File: src/rtl/scl_timer_pkg.sv
package scl_timer_pkg;
  typedef enum logic [1:0] {
    OP_NONE  = 2'd0,
    OP_START = 2'd1,
    OP_BIT   = 2'd2,
    OP_STOP  = 2'd3
  } op_e;

  typedef enum logic [1:0] {
    ST_IDLE = 2'd0,
    ST_LOW  = 2'd1,
    ST_WAIT = 2'd2,
    ST_HIGH = 2'd3
  } phase_e;

  localparam logic [1:0] SPD_STD  = 2'd1;
  localparam logic [1:0] SPD_FAST = 2'd2;
  localparam logic [1:0] SPD_HS   = 2'd3;
endpackage

File: src/rtl/scl_cnt_sel.sv
module scl_cnt_sel #(
  parameter int CNT_W   = 16,
  parameter int MIN_CNT = 6,
  parameter bit HS_CAP  = 1'b1
) (
  input  logic [1:0]       speed_i,
  input  logic [CNT_W-1:0] ss_hcnt_i,
  input  logic [CNT_W-1:0] ss_lcnt_i,
  input  logic [CNT_W-1:0] fs_hcnt_i,
  input  logic [CNT_W-1:0] fs_lcnt_i,
  input  logic [CNT_W-1:0] hs_hcnt_i,
  input  logic [CNT_W-1:0] hs_lcnt_i,
  input  logic [CNT_W-1:0] hold_i,
  output logic [CNT_W-1:0] hcnt_o,
  output logic [CNT_W-1:0] lcnt_o,
  output logic [CNT_W-1:0] hold_o
);
  import scl_timer_pkg::*;

  localparam logic [CNT_W-1:0] MIN_V = CNT_W'(MIN_CNT);

  logic [CNT_W-1:0] raw_h, raw_l;
  logic             use_hs;

  function automatic logic [CNT_W-1:0] clamp_min(input logic [CNT_W-1:0] v);
    return (v < MIN_V) ? MIN_V : v;
  endfunction

  generate
    if (HS_CAP) begin : g_hs
      assign use_hs = (speed_i == SPD_HS);
    end else begin : g_no_hs
      assign use_hs = 1'b0;
    end
  endgenerate

  always_comb begin
    if (use_hs) begin
      raw_h = hs_hcnt_i;
      raw_l = hs_lcnt_i;
    end else if (speed_i == SPD_FAST || speed_i == SPD_HS) begin
      raw_h = fs_hcnt_i;
      raw_l = fs_lcnt_i;
    end else begin
      raw_h = ss_hcnt_i;
      raw_l = ss_lcnt_i;
    end
  end

  assign hcnt_o = clamp_min(raw_h);
  assign lcnt_o = clamp_min(raw_l);
  // strobe must land inside the low phase
  assign hold_o = (hold_i >= lcnt_o) ? lcnt_o - 1'b1 : hold_i;

  always_comb begin
    p_no_hs_r4: assert (HS_CAP || !use_hs);
    p_hold_in_low_r6: assert (hold_o < lcnt_o);
  end
endmodule

File: src/rtl/scl_sync.sv
module scl_sync #(
  parameter int STAGES = 2
) (
  input  logic clk_i,
  input  logic rst_ni,
  input  logic d_i,
  output logic q_o
);
  logic [STAGES-1:0] ff_q;

  generate
    for (genvar i = 0; i < STAGES; i++) begin : g_stage
      if (i == 0) begin : g_first
        always_ff @(posedge clk_i or negedge rst_ni)
          if (!rst_ni) ff_q[i] <= 1'b1;
          else         ff_q[i] <= d_i;
      end else begin : g_next
        always_ff @(posedge clk_i or negedge rst_ni)
          if (!rst_ni) ff_q[i] <= 1'b1;
          else         ff_q[i] <= ff_q[i-1];
      end
    end
  endgenerate

  assign q_o = ff_q[STAGES-1];
endmodule

File: src/rtl/scl_hold_timer.sv
module scl_hold_timer #(
  parameter int CNT_W = 16
) (
  input  logic             clk_i,
  input  logic             rst_ni,
  input  logic             arm_i,
  input  logic [CNT_W-1:0] load_i,
  output logic             strobe_o
);
  logic [CNT_W-1:0] cnt_q;
  logic             active_q;

  assign strobe_o = active_q && (cnt_q == '0);

  always_ff @(posedge clk_i or negedge rst_ni) begin
    if (!rst_ni) begin
      cnt_q    <= '0;
      active_q <= 1'b0;
    end else if (arm_i) begin
      cnt_q    <= load_i;
      active_q <= 1'b1;
    end else if (strobe_o) begin
      active_q <= 1'b0;
    end else if (active_q) begin
      cnt_q <= cnt_q - 1'b1;
    end
  end

  p_single_strobe_r6: assert property (@(posedge clk_i) disable iff (!rst_ni)
    strobe_o && !arm_i |=> !strobe_o);
endmodule

File: src/rtl/scl_phase_fsm.sv
module scl_phase_fsm #(
  parameter int CNT_W       = 16,
  parameter int MIN_CNT     = 6,
  parameter int SYNC_STAGES = 2
) (
  input  logic                  clk_i,
  input  logic                  rst_ni,
  input  logic                  req_i,
  input  scl_timer_pkg::op_e    op_i,
  input  logic [CNT_W-1:0]      hcnt_i,
  input  logic [CNT_W-1:0]      lcnt_i,
  input  logic                  scl_sync_i,
  output logic                  accept_o,
  output logic                  ready_o,
  output logic                  scl_oe_o,
  output logic                  done_o,
  output logic                  stop_edge_o,
  output logic                  stretch_o
);
  import scl_timer_pkg::*;

  localparam logic [CNT_W-1:0] SYNC_V = CNT_W'(SYNC_STAGES);
  localparam logic [CNT_W-1:0] WAIT_MAX = '1;

  phase_e           state_q;
  op_e              op_q;
  logic [CNT_W-1:0] cnt_q, hcnt_q, wait_q, low_run_q;

  assign ready_o     = (state_q == ST_IDLE);
  assign accept_o    = ready_o && req_i && (op_i != OP_NONE);
  assign scl_oe_o    = (state_q == ST_LOW);
  assign done_o      = (state_q == ST_HIGH) && (cnt_q == '0);
  assign stop_edge_o = done_o && (op_q == OP_STOP);
  // released but still low after synchronizer latency
  assign stretch_o   = (state_q == ST_WAIT) && (wait_q > SYNC_V);

  always_ff @(posedge clk_i or negedge rst_ni) begin
    if (!rst_ni) begin
      state_q <= ST_IDLE;
      op_q    <= OP_NONE;
      cnt_q   <= '0;
      hcnt_q  <= '0;
      wait_q  <= '0;
    end else begin
      unique case (state_q)
        ST_IDLE: if (accept_o) begin
          op_q   <= op_i;
          hcnt_q <= hcnt_i;
          if (op_i == OP_START) begin
            state_q <= ST_HIGH;
            cnt_q   <= hcnt_i - 1'b1;
          end else begin
            state_q <= ST_LOW;
            cnt_q   <= lcnt_i - 1'b1;
          end
        end
        ST_LOW: begin
          if (cnt_q == '0) begin
            state_q <= ST_WAIT;
            wait_q  <= '0;
          end else begin
            cnt_q <= cnt_q - 1'b1;
          end
        end
        ST_WAIT: begin
          if (scl_sync_i) begin
            state_q <= ST_HIGH;
            cnt_q   <= hcnt_q - 1'b1;
          end else if (wait_q != WAIT_MAX) begin
            wait_q <= wait_q + 1'b1;
          end
        end
        ST_HIGH: begin
          if (cnt_q == '0) state_q <= ST_IDLE;
          else             cnt_q   <= cnt_q - 1'b1;
        end
        default: state_q <= ST_IDLE;
      endcase
    end
  end

  // checker-only run length of the low phase
  always_ff @(posedge clk_i or negedge rst_ni) begin
    if (!rst_ni)                low_run_q <= '0;
    else if (state_q == ST_LOW) low_run_q <= low_run_q + 1'b1;
    else                        low_run_q <= '0;
  end

  p_min_low_r5: assert property (@(posedge clk_i) disable iff (!rst_ni)
    (state_q == ST_LOW && cnt_q == '0) |-> (low_run_q >= CNT_W'(MIN_CNT - 1)));
  p_done_then_ready_r3: assert property (@(posedge clk_i) disable iff (!rst_ni)
    done_o |=> ready_o);
  p_stretch_released_r7: assert property (@(posedge clk_i) disable iff (!rst_ni)
    stretch_o |-> (!scl_oe_o && !ready_o && !done_o));
  p_idle_released_r11: assert property (@(posedge clk_i) disable iff (!rst_ni)
    (ready_o && !accept_o) |=> (ready_o && !scl_oe_o));
endmodule

File: src/rtl/scl_phase_timer.sv
module scl_phase_timer #(
  parameter int CNT_W       = 16,
  parameter int MIN_CNT     = 6,
  parameter int SYNC_STAGES = 2,
  parameter bit HS_CAP      = 1'b1
) (
  input  logic             clk_i,
  input  logic             rst_ni,
  input  logic [1:0]       speed_i,
  input  logic [CNT_W-1:0] ss_hcnt_i,
  input  logic [CNT_W-1:0] ss_lcnt_i,
  input  logic [CNT_W-1:0] fs_hcnt_i,
  input  logic [CNT_W-1:0] fs_lcnt_i,
  input  logic [CNT_W-1:0] hs_hcnt_i,
  input  logic [CNT_W-1:0] hs_lcnt_i,
  input  logic [CNT_W-1:0] sda_hold_i,
  input  logic             req_i,
  input  logic [1:0]       op_i,
  input  logic             scl_i,
  output logic             ready_o,
  output logic             scl_oe_o,
  output logic             sda_chg_o,
  output logic             done_o,
  output logic             stretch_o,
  output logic             hs_cap_o
);
  import scl_timer_pkg::*;

  logic [CNT_W-1:0] hcnt, lcnt, hold_eff, hold_load;
  logic             scl_sync, accept, stop_edge, hold_strobe;
  op_e              op;

  assign op       = op_e'(op_i);
  assign hs_cap_o = HS_CAP;

  scl_cnt_sel #(.CNT_W(CNT_W), .MIN_CNT(MIN_CNT), .HS_CAP(HS_CAP)) u_sel (
    .speed_i  (speed_i),
    .ss_hcnt_i(ss_hcnt_i), .ss_lcnt_i(ss_lcnt_i),
    .fs_hcnt_i(fs_hcnt_i), .fs_lcnt_i(fs_lcnt_i),
    .hs_hcnt_i(hs_hcnt_i), .hs_lcnt_i(hs_lcnt_i),
    .hold_i   (sda_hold_i),
    .hcnt_o   (hcnt), .lcnt_o(lcnt), .hold_o(hold_eff)
  );

  scl_sync #(.STAGES(SYNC_STAGES)) u_sync (
    .clk_i(clk_i), .rst_ni(rst_ni), .d_i(scl_i), .q_o(scl_sync)
  );

  scl_phase_fsm #(.CNT_W(CNT_W), .MIN_CNT(MIN_CNT), .SYNC_STAGES(SYNC_STAGES)) u_fsm (
    .clk_i      (clk_i),
    .rst_ni     (rst_ni),
    .req_i      (req_i),
    .op_i       (op),
    .hcnt_i     (hcnt),
    .lcnt_i     (lcnt),
    .scl_sync_i (scl_sync),
    .accept_o   (accept),
    .ready_o    (ready_o),
    .scl_oe_o   (scl_oe_o),
    .done_o     (done_o),
    .stop_edge_o(stop_edge),
    .stretch_o  (stretch_o)
  );

  // START changes SDA at once while SCL is high
  assign hold_load = (op == OP_START) ? '0 : hold_eff;

  scl_hold_timer #(.CNT_W(CNT_W)) u_hold (
    .clk_i(clk_i), .rst_ni(rst_ni), .arm_i(accept), .load_i(hold_load),
    .strobe_o(hold_strobe)
  );

  assign sda_chg_o = hold_strobe | stop_edge;

  p_strobe_busy_r6: assert property (@(posedge clk_i) disable iff (!rst_ni)
    hold_strobe |-> !ready_o);
  p_stop_edge_high_r9: assert property (@(posedge clk_i) disable iff (!rst_ni)
    stop_edge |-> (!scl_oe_o && done_o));
  p_reset_idle_r1: assert property (@(posedge clk_i) disable iff (!rst_ni)
    $rose(rst_ni) |-> (ready_o && !scl_oe_o));
endmodule

File: config.mk
export PLATFORM = sky130hd
export DESIGN_NAME = scl_phase_timer
export DESIGN_NICKNAME = d
export VERILOG_FILES = /design/src/rtl/scl_timer_pkg.sv /design/src/rtl/scl_cnt_sel.sv /design/src/rtl/scl_sync.sv /design/src/rtl/scl_hold_timer.sv /design/src/rtl/scl_phase_fsm.sv /design/src/rtl/scl_phase_timer.sv
export SDC_FILE = /design/constraint.sdc
export NUM_CORES = 1
export LEC_CHECK = 0
export BUFFER_PORTS_ARGS = -buffer_cell sky130_fd_sc_hd__buf_2
export CAP_MARGIN = 40
export CORE_ASPECT_RATIO = 0.5
export CORE_MARGIN = 1.5
export CORE_UTILIZATION = 62
export CTS_CLUSTER_DIAMETER = 100
export CTS_CLUSTER_SIZE = 12
export DETAILED_ROUTE_END_ITERATION = 8
export GPL_TIMING_DRIVEN = 0
export PLACE_DENSITY = 0.95
export SYNTH_ARGS = -nofsm -noshare
export SYNTH_HDL_FRONTEND = slang
export SYNTH_SLANG_ARGS = --single-unit
File: constraint.sdc
create_clock -name clk_i -period 7.9 [get_ports clk_i]
set_clock_uncertainty 0.15 [all_clocks]
set_input_delay 1.58 -clock clk_i [delete_from_list [all_inputs] [get_ports clk_i]]
set_output_delay 1.58 -clock clk_i [all_outputs]
set_load 0.02 [all_outputs]
# --- Word-level counts from Yosys, hierarchy flattened ---
# Index checks and enable logic that the tools add are counted.
word_totals:
  ff_bits: 71
  in_bits: 120
  output_inout_bits: 6
  word_cells: 84
classes:
  addsub: 6
  n_lt_le_gt_ge: 4
  eq_ne: 16
  mux: 28
  n_bitwise: 1
  reduce_logical: 20
ops:
  columns: ["operator", "n"]
  rows:
  - ["$mux W16", 18]
  - ["$sub A16 B1 Y16 const B", 5]
  - ["$pmux W16 S3", 1]
  - ["$logic_not A16 Y1", 2]
  - ["$lt A16 B3 Y1 const B", 2]
  - ["$pmux W16 S2", 1]
  - ["$add A16 B1 Y16 const B", 1]
  - ["$ge A16 B16 Y1", 1]
  - ["$gt A16 B2 Y1 const B", 1]
  - ["$ne A16 B16 Y1 const B", 1]
  - ["$ne A2 B2 Y1 const B", 7]
  - ["$eq A2 B2 Y1 const B", 5]
  - ["$mux W2", 5]
  - ["$pmux W2 S4", 1]
  - ["$reduce_and A4 Y1", 2]
  - ["$reduce_bool A2 Y1", 4]
  - ["$logic_and A1 B1 Y1", 6]
  - ["$eq A2 B1 Y1 const B", 2]
  - ["$reduce_and A2 Y1", 2]
  - ["$reduce_and A3 Y1", 1]
  - ["$logic_not A2 Y1", 1]
  - ["$mux W1", 2]
  - ["$ne A2 B1 Y1 const B", 1]
  - ["$reduce_or A2 Y1", 1]
  - ["2 further kinds", 2]

# --- Depth between registers and ports, before layout ---
logic_depth:
  word_depth: 10
  ltp_mapped: 19
  mapped_depth_nobuf: 16

# --- Hierarchy ---
# A second synthesis with hierarchy kept.
unflattened:
  cells_unflattened: 836
  hier_area_um2: 6775.2
modules_own_cells:
  columns: ["module", "instances", "cells_each", "area_per_inst_um2"]
  rows:
  - ["scl_phase_fsm", 1, 416, 3539.6]
  - ["scl_cnt_sel", 1, 257, 1752.9]
  - ["scl_hold_timer", 1, 140, 1255.0]
  - ["scl_phase_timer", 1, 21, 175.2]
  - ["scl_sync", 1, 2, 52.6]

# --- Least setup slack after synthesis ---
# No wires, ideal clock.
synth_path:
  path_kind: "input-to-reg"
  from: "input port speed_i[0]"
  to: "register u_hold.cnt_q[3]"
  setup_ns: 0.126
  arrival_ns: 4.911
  path_slack_ns: 2.712
  path_stages: 16
  n_path_buf: 3
  cell_sequence: "buf_6 mux2_1 mux2i_2 and4_1 nand4_1 o31a_1 ha_1 nor2b_1 o21ai_0 a21oi_1 o21ai_0 clkbuf_1 clkbuf_1 nor2_1 o32ai_1 nor2_1"
synth_between:
  elab_chain_len: 10
synth_lines:
  columns: ["item", "line_no", "rtl"]
  rows:
  - ["from (decl)", "scl_phase_timer.sv:9", "input logic [1:0] speed_i,"]
  - ["$eq A2 B2 Y1 (on tied branches)", "scl_cnt_sel.sv:41, scl_cnt_sel.sv:31", null]
  - ["$logic_or A1 B1 Y1", "scl_cnt_sel.sv:41", "end else if (speed_i == SPD_FAST || speed_i == SPD_HS) begin"]
  - ["$mux W16", "scl_cnt_sel.sv:41", null]
  - ["$mux W16 *", "scl_cnt_sel.sv:38", "if (use_hs) begin"]
  - ["$lt A16 B3 Y1", "scl_cnt_sel.sv:26", "return (v < MIN_V) ? MIN_V : v;"]
  - ["$mux W16 *", "scl_cnt_sel.sv:26", null]
  - ["$sub A16 B1 Y16 or $ge A16 B16 Y1 (tied branches)", "scl_cnt_sel.sv:53", "assign hold_o = (hold_i >= lcnt_o) ? lcnt_o - 1'b1 : hold_i;"]
  - ["$mux W16 *", "scl_cnt_sel.sv:53", null]
  - ["$mux W16 *", "scl_phase_timer.sv:66", "assign hold_load = (op == OP_START) ? '0 : hold_eff;"]
  - ["$mux W16 *", "scl_hold_timer.sv:19", "end else if (arm_i) begin"]
  - ["to (signal assigned)", "scl_hold_timer.sv:20", "cnt_q <= load_i;"]
  - ["to (signal assigned)", "scl_hold_timer.sv:25", "cnt_q <= cnt_q - 1'b1;"]
  - ["to (decl)", "scl_hold_timer.sv:10", "logic [CNT_W-1:0] cnt_q;"]
# Every way passes the cells marked *; elsewhere a longest branch is shown, timed or not.
# A chain may end at the register's enable or synchronous reset.

# --- Worst setup path after layout ---
# Same ends and word-level chain as after synthesis.

==> results.toml <==
[power]
p_sw_uw = 1090
power.share.clock_pct = 18.5
comb_power_share_pct = 53.2
leakage_uw = 0.00342
p_per_area_nw_per_um2 = 305
irDropWorstVdd_mv = 0.172
p_int_uw = 1240
pwr-share-seq_pct = 28.3
switching_share_pct = 46.7
report.power.total_uw = 2330

[floorplanning]
design.die.area_um2 = 11200
fp.dieH_um = 75.6
rows = 26
initial_core_util_pct = 63.9
die_w_um = 148
boundaryPins = 126
core_area_um2 = 10200

[yosys]
yosysTopAreaCell = "dfrtp_1"
ys_seq_elements = 71
synthTopCellsByArea = "dfrtp_1 (26%), mux2i_1 (6.3%), nor2_1 (6.0%), ha_1 (5.0%), nand2_1 (4.8%)"
async_reset_ff_share_pct = 100
synth_cell_types = 81
synth.avg_cell_area_um2 = 8.17
yosysSeqAreaShare_pct = 27.2
synth_cells = 801
yosysTopAreaCellShare_pct = 26.4
ys_warn_count = 0
syn_area_um2 = 6540
synth_ff_type = "dfrtp_1"
synth_edf_count = 0
synthesis.nets = 947

[detailed_routing]
vias = 7080
wirelength_um = 20600
drtAntennaViolNets = 0
dr.pass1.iters = 9
wl_per_cell_um = 19.1
drt-initial-drc-count = 1040
drcViolationCount = 0
viasPerCell = 6.56

[placed_design]
gp_congestion = 0.992
dp.cells = 1064
place_hpwl_um = 15400
io_buffers = 122

[critical_path]
r2r_setup_slack_ns = 3.27
critical_path.max_fanout = 10
startpoint_type = "input port"
critical_path_arrival_ns = 5.74
worst-endpoint-required_ns = 7.98
crit_type = "in -> reg"
cp-end-kind = "flop"

[clock_tree]
cts_tree = "built"
cts_root_buf = "clkbuf_16"
clk_pin_slew_worst_paths_ns = 0.06
cts_inserted_buffers = 9
post_cts_buffers = 0
cts_hold_buffers = 0
cts.repair.resized = 0
cts_num_sinks = 71
clock_path_buffers = 2
htree_levels = 3
clk_latency_ns = 0.35

[flow_run]
max_cap_viol_count = 0

[min_path]
hold_class = "reg -> reg"

[layout]
final_common_cell = "buf_2"
area_delta_synth_final_pct = 17.2
register_area_um2 = 1780
final_cell_mix = "buf_2 (127), nor2_1 (105), nand2_1 (84)"
drive_above_1_share_pct = 21.2
nFillCells = 716
nets = 1081
multiInputGateArea_um2 = 4460
final_cells = 1080
num_antenna_cells = 0

[timing]
period_minus_slack_ns = 5.66
final-hold-violation-count = 0
period_share_pct = 71.6
slew_headroom_pct = 34.0
finalMaxSlewViolations = 0
tns_ns = 0
rsz0062_at_grt = "no"
timing.fmax_mhz = 177
setup_viol = 0
tightest_slew_ns = 0.986

[global_routing]
grt_pass1_vias = 6621
grt-ovfl-total = 0
antenna_found_initial = 0
grt_start_max_net_pins = 63
gr-usage-all-layers_pct = 37.2
grt_pass1_wl_um = 32400

[status]
status = "finished clean"
[power by group through the flow]
| stage | Clock (µW) | Sequential, µW | Combinational (µW) |
|---|---|---|---|
| 3_3_place_gp | 0 | 643 | 1120 |
| 5_1_grt | 442 | 674 | 1350 |
| 6_report | 431 | 662 | 1240 |
| 2_1_floorplan | 0 | 610 | 892 |
| 4_1_cts | 427 | 651 | 1190 |
| 3_5_place_dp | 0 | 653 | 1180 |
[flip-flops by register name (all words and copies together), names as in the netlist]
signal / flops
u_fsm.op_q: 2
u_fsm.wait_q: 16
u_sync.ff_q: 1
u_fsm.hcnt_q: 16
u_hold.active_q: 1
u_fsm.cnt_q: 16
u_sync.q_o: 1
u_hold.cnt_q: 16
u_fsm.state_q: 2
[worst max-delay path, cell delays in order]
cell and delay [ns]:
buf_6 0.10, mux2_1 0.33, mux2i_2 0.41, and4_1 0.33
nand4_1 0.25, o31a_1 0.42, ha_1 0.30, nor2b_1 0.04
o21ai_0 0.23, a21oi_1 0.13, o21ai_0 0.27, clkbuf_1 0.36
clkbuf_1 0.47, nor2_1 0.13, o32ai_1 0.30, nor2_1 0.07
[cells in the mapped netlist (all sizes together), types with 5 or more instances]
cell / count
and4: 5
nand2: 84
a21oi: 53
xnor2: 31
mux2i: 52
inv: 23
a31oi: 11
or2: 6
nor4b: 5
a21o: 5
and3: 11
a2111oi: 7
nand3: 26
or3: 10
buf: 15
dfrtp: 69
xor2: 13
and2: 7
nor2: 106
nand4: 12
a211oi: 8
clkbuf: 25
o21ai: 51
mux2: 17
o21a: 8
ha: 26
nor3: 26
o31ai: 5
nor4: 22
o211ai: 6
[worst paths after layout]
kind                                     to             start  cells after the start
hold / removal                   u_sync.q_o    u_sync.ff_q[0]                      0
max in group asynchronous    u_sync.ff_q[0]            rst_ni                      2
min in group asynchronous  u_fsm.wait_q[14]            rst_ni                      1
setup reg to reg            u_fsm.cnt_q[14]  u_fsm.state_q[1]                     16
setup / recovery            u_hold.cnt_q[3]        speed_i[0]                     16
hold reg to reg                  u_sync.q_o    u_sync.ff_q[0]                      0
[kinds of logic (layout without fill, tap and decap cells)]
kind of cell               count (synthesis)  in the layout  synth area share (%)
and+or+nand+nor                          335            335                  25.4
AOI/OAI and AO/OA                        192            192                  19.3
DFF                                       71             71                  27.2
muxes                                     69             69                  12.5
buffers and inverters                     63            202                  4.59
xor gates and xnor gates                  44             44                  5.89
adders and majority gates                 26             26                  4.97
other                                      1              1                0.0573
[layer usage]
layer	track usage, %	up-vias	part of all wire (%)
li1	-	3215	-
met1	45.3	3280	39
met2	62.1	473	46
met3	10.8	112	12
met4	18.6	0	3.7
met5	0	-	0
[per-stage QoR]
step | hold WS (ns) | utilization, % | instance area [µm²] | setup WS (ns)
6_report | 0.201 | 74.8 | 7670 | 2.24
3_5_place_dp | 0.197 | 71.8 | 7360 | 2.02
5_1_grt | 0.206 | 74.8 | 7670 | 1.90
4_1_cts | 0.202 | 74.8 | 7670 | 2.32
2_1_floorplan | 0.195 | - | 6540 | 2.71
3_3_place_gp | 0.196 | 71.5 | 7330 | 2.09
[layout make-up]
cell class                 instances  share of cell area [%]
multi-input combinational        667                    58.2
sequential                        71                    23.2
timing repair buffer             123                    8.36
clock buffer                      10                    3.12
buffer                            40                    2.79
tap                              140                    2.28
inverter                          23                    1.13
clock inverter                     6                   0.898
Power figures use the tool's default switching activity.
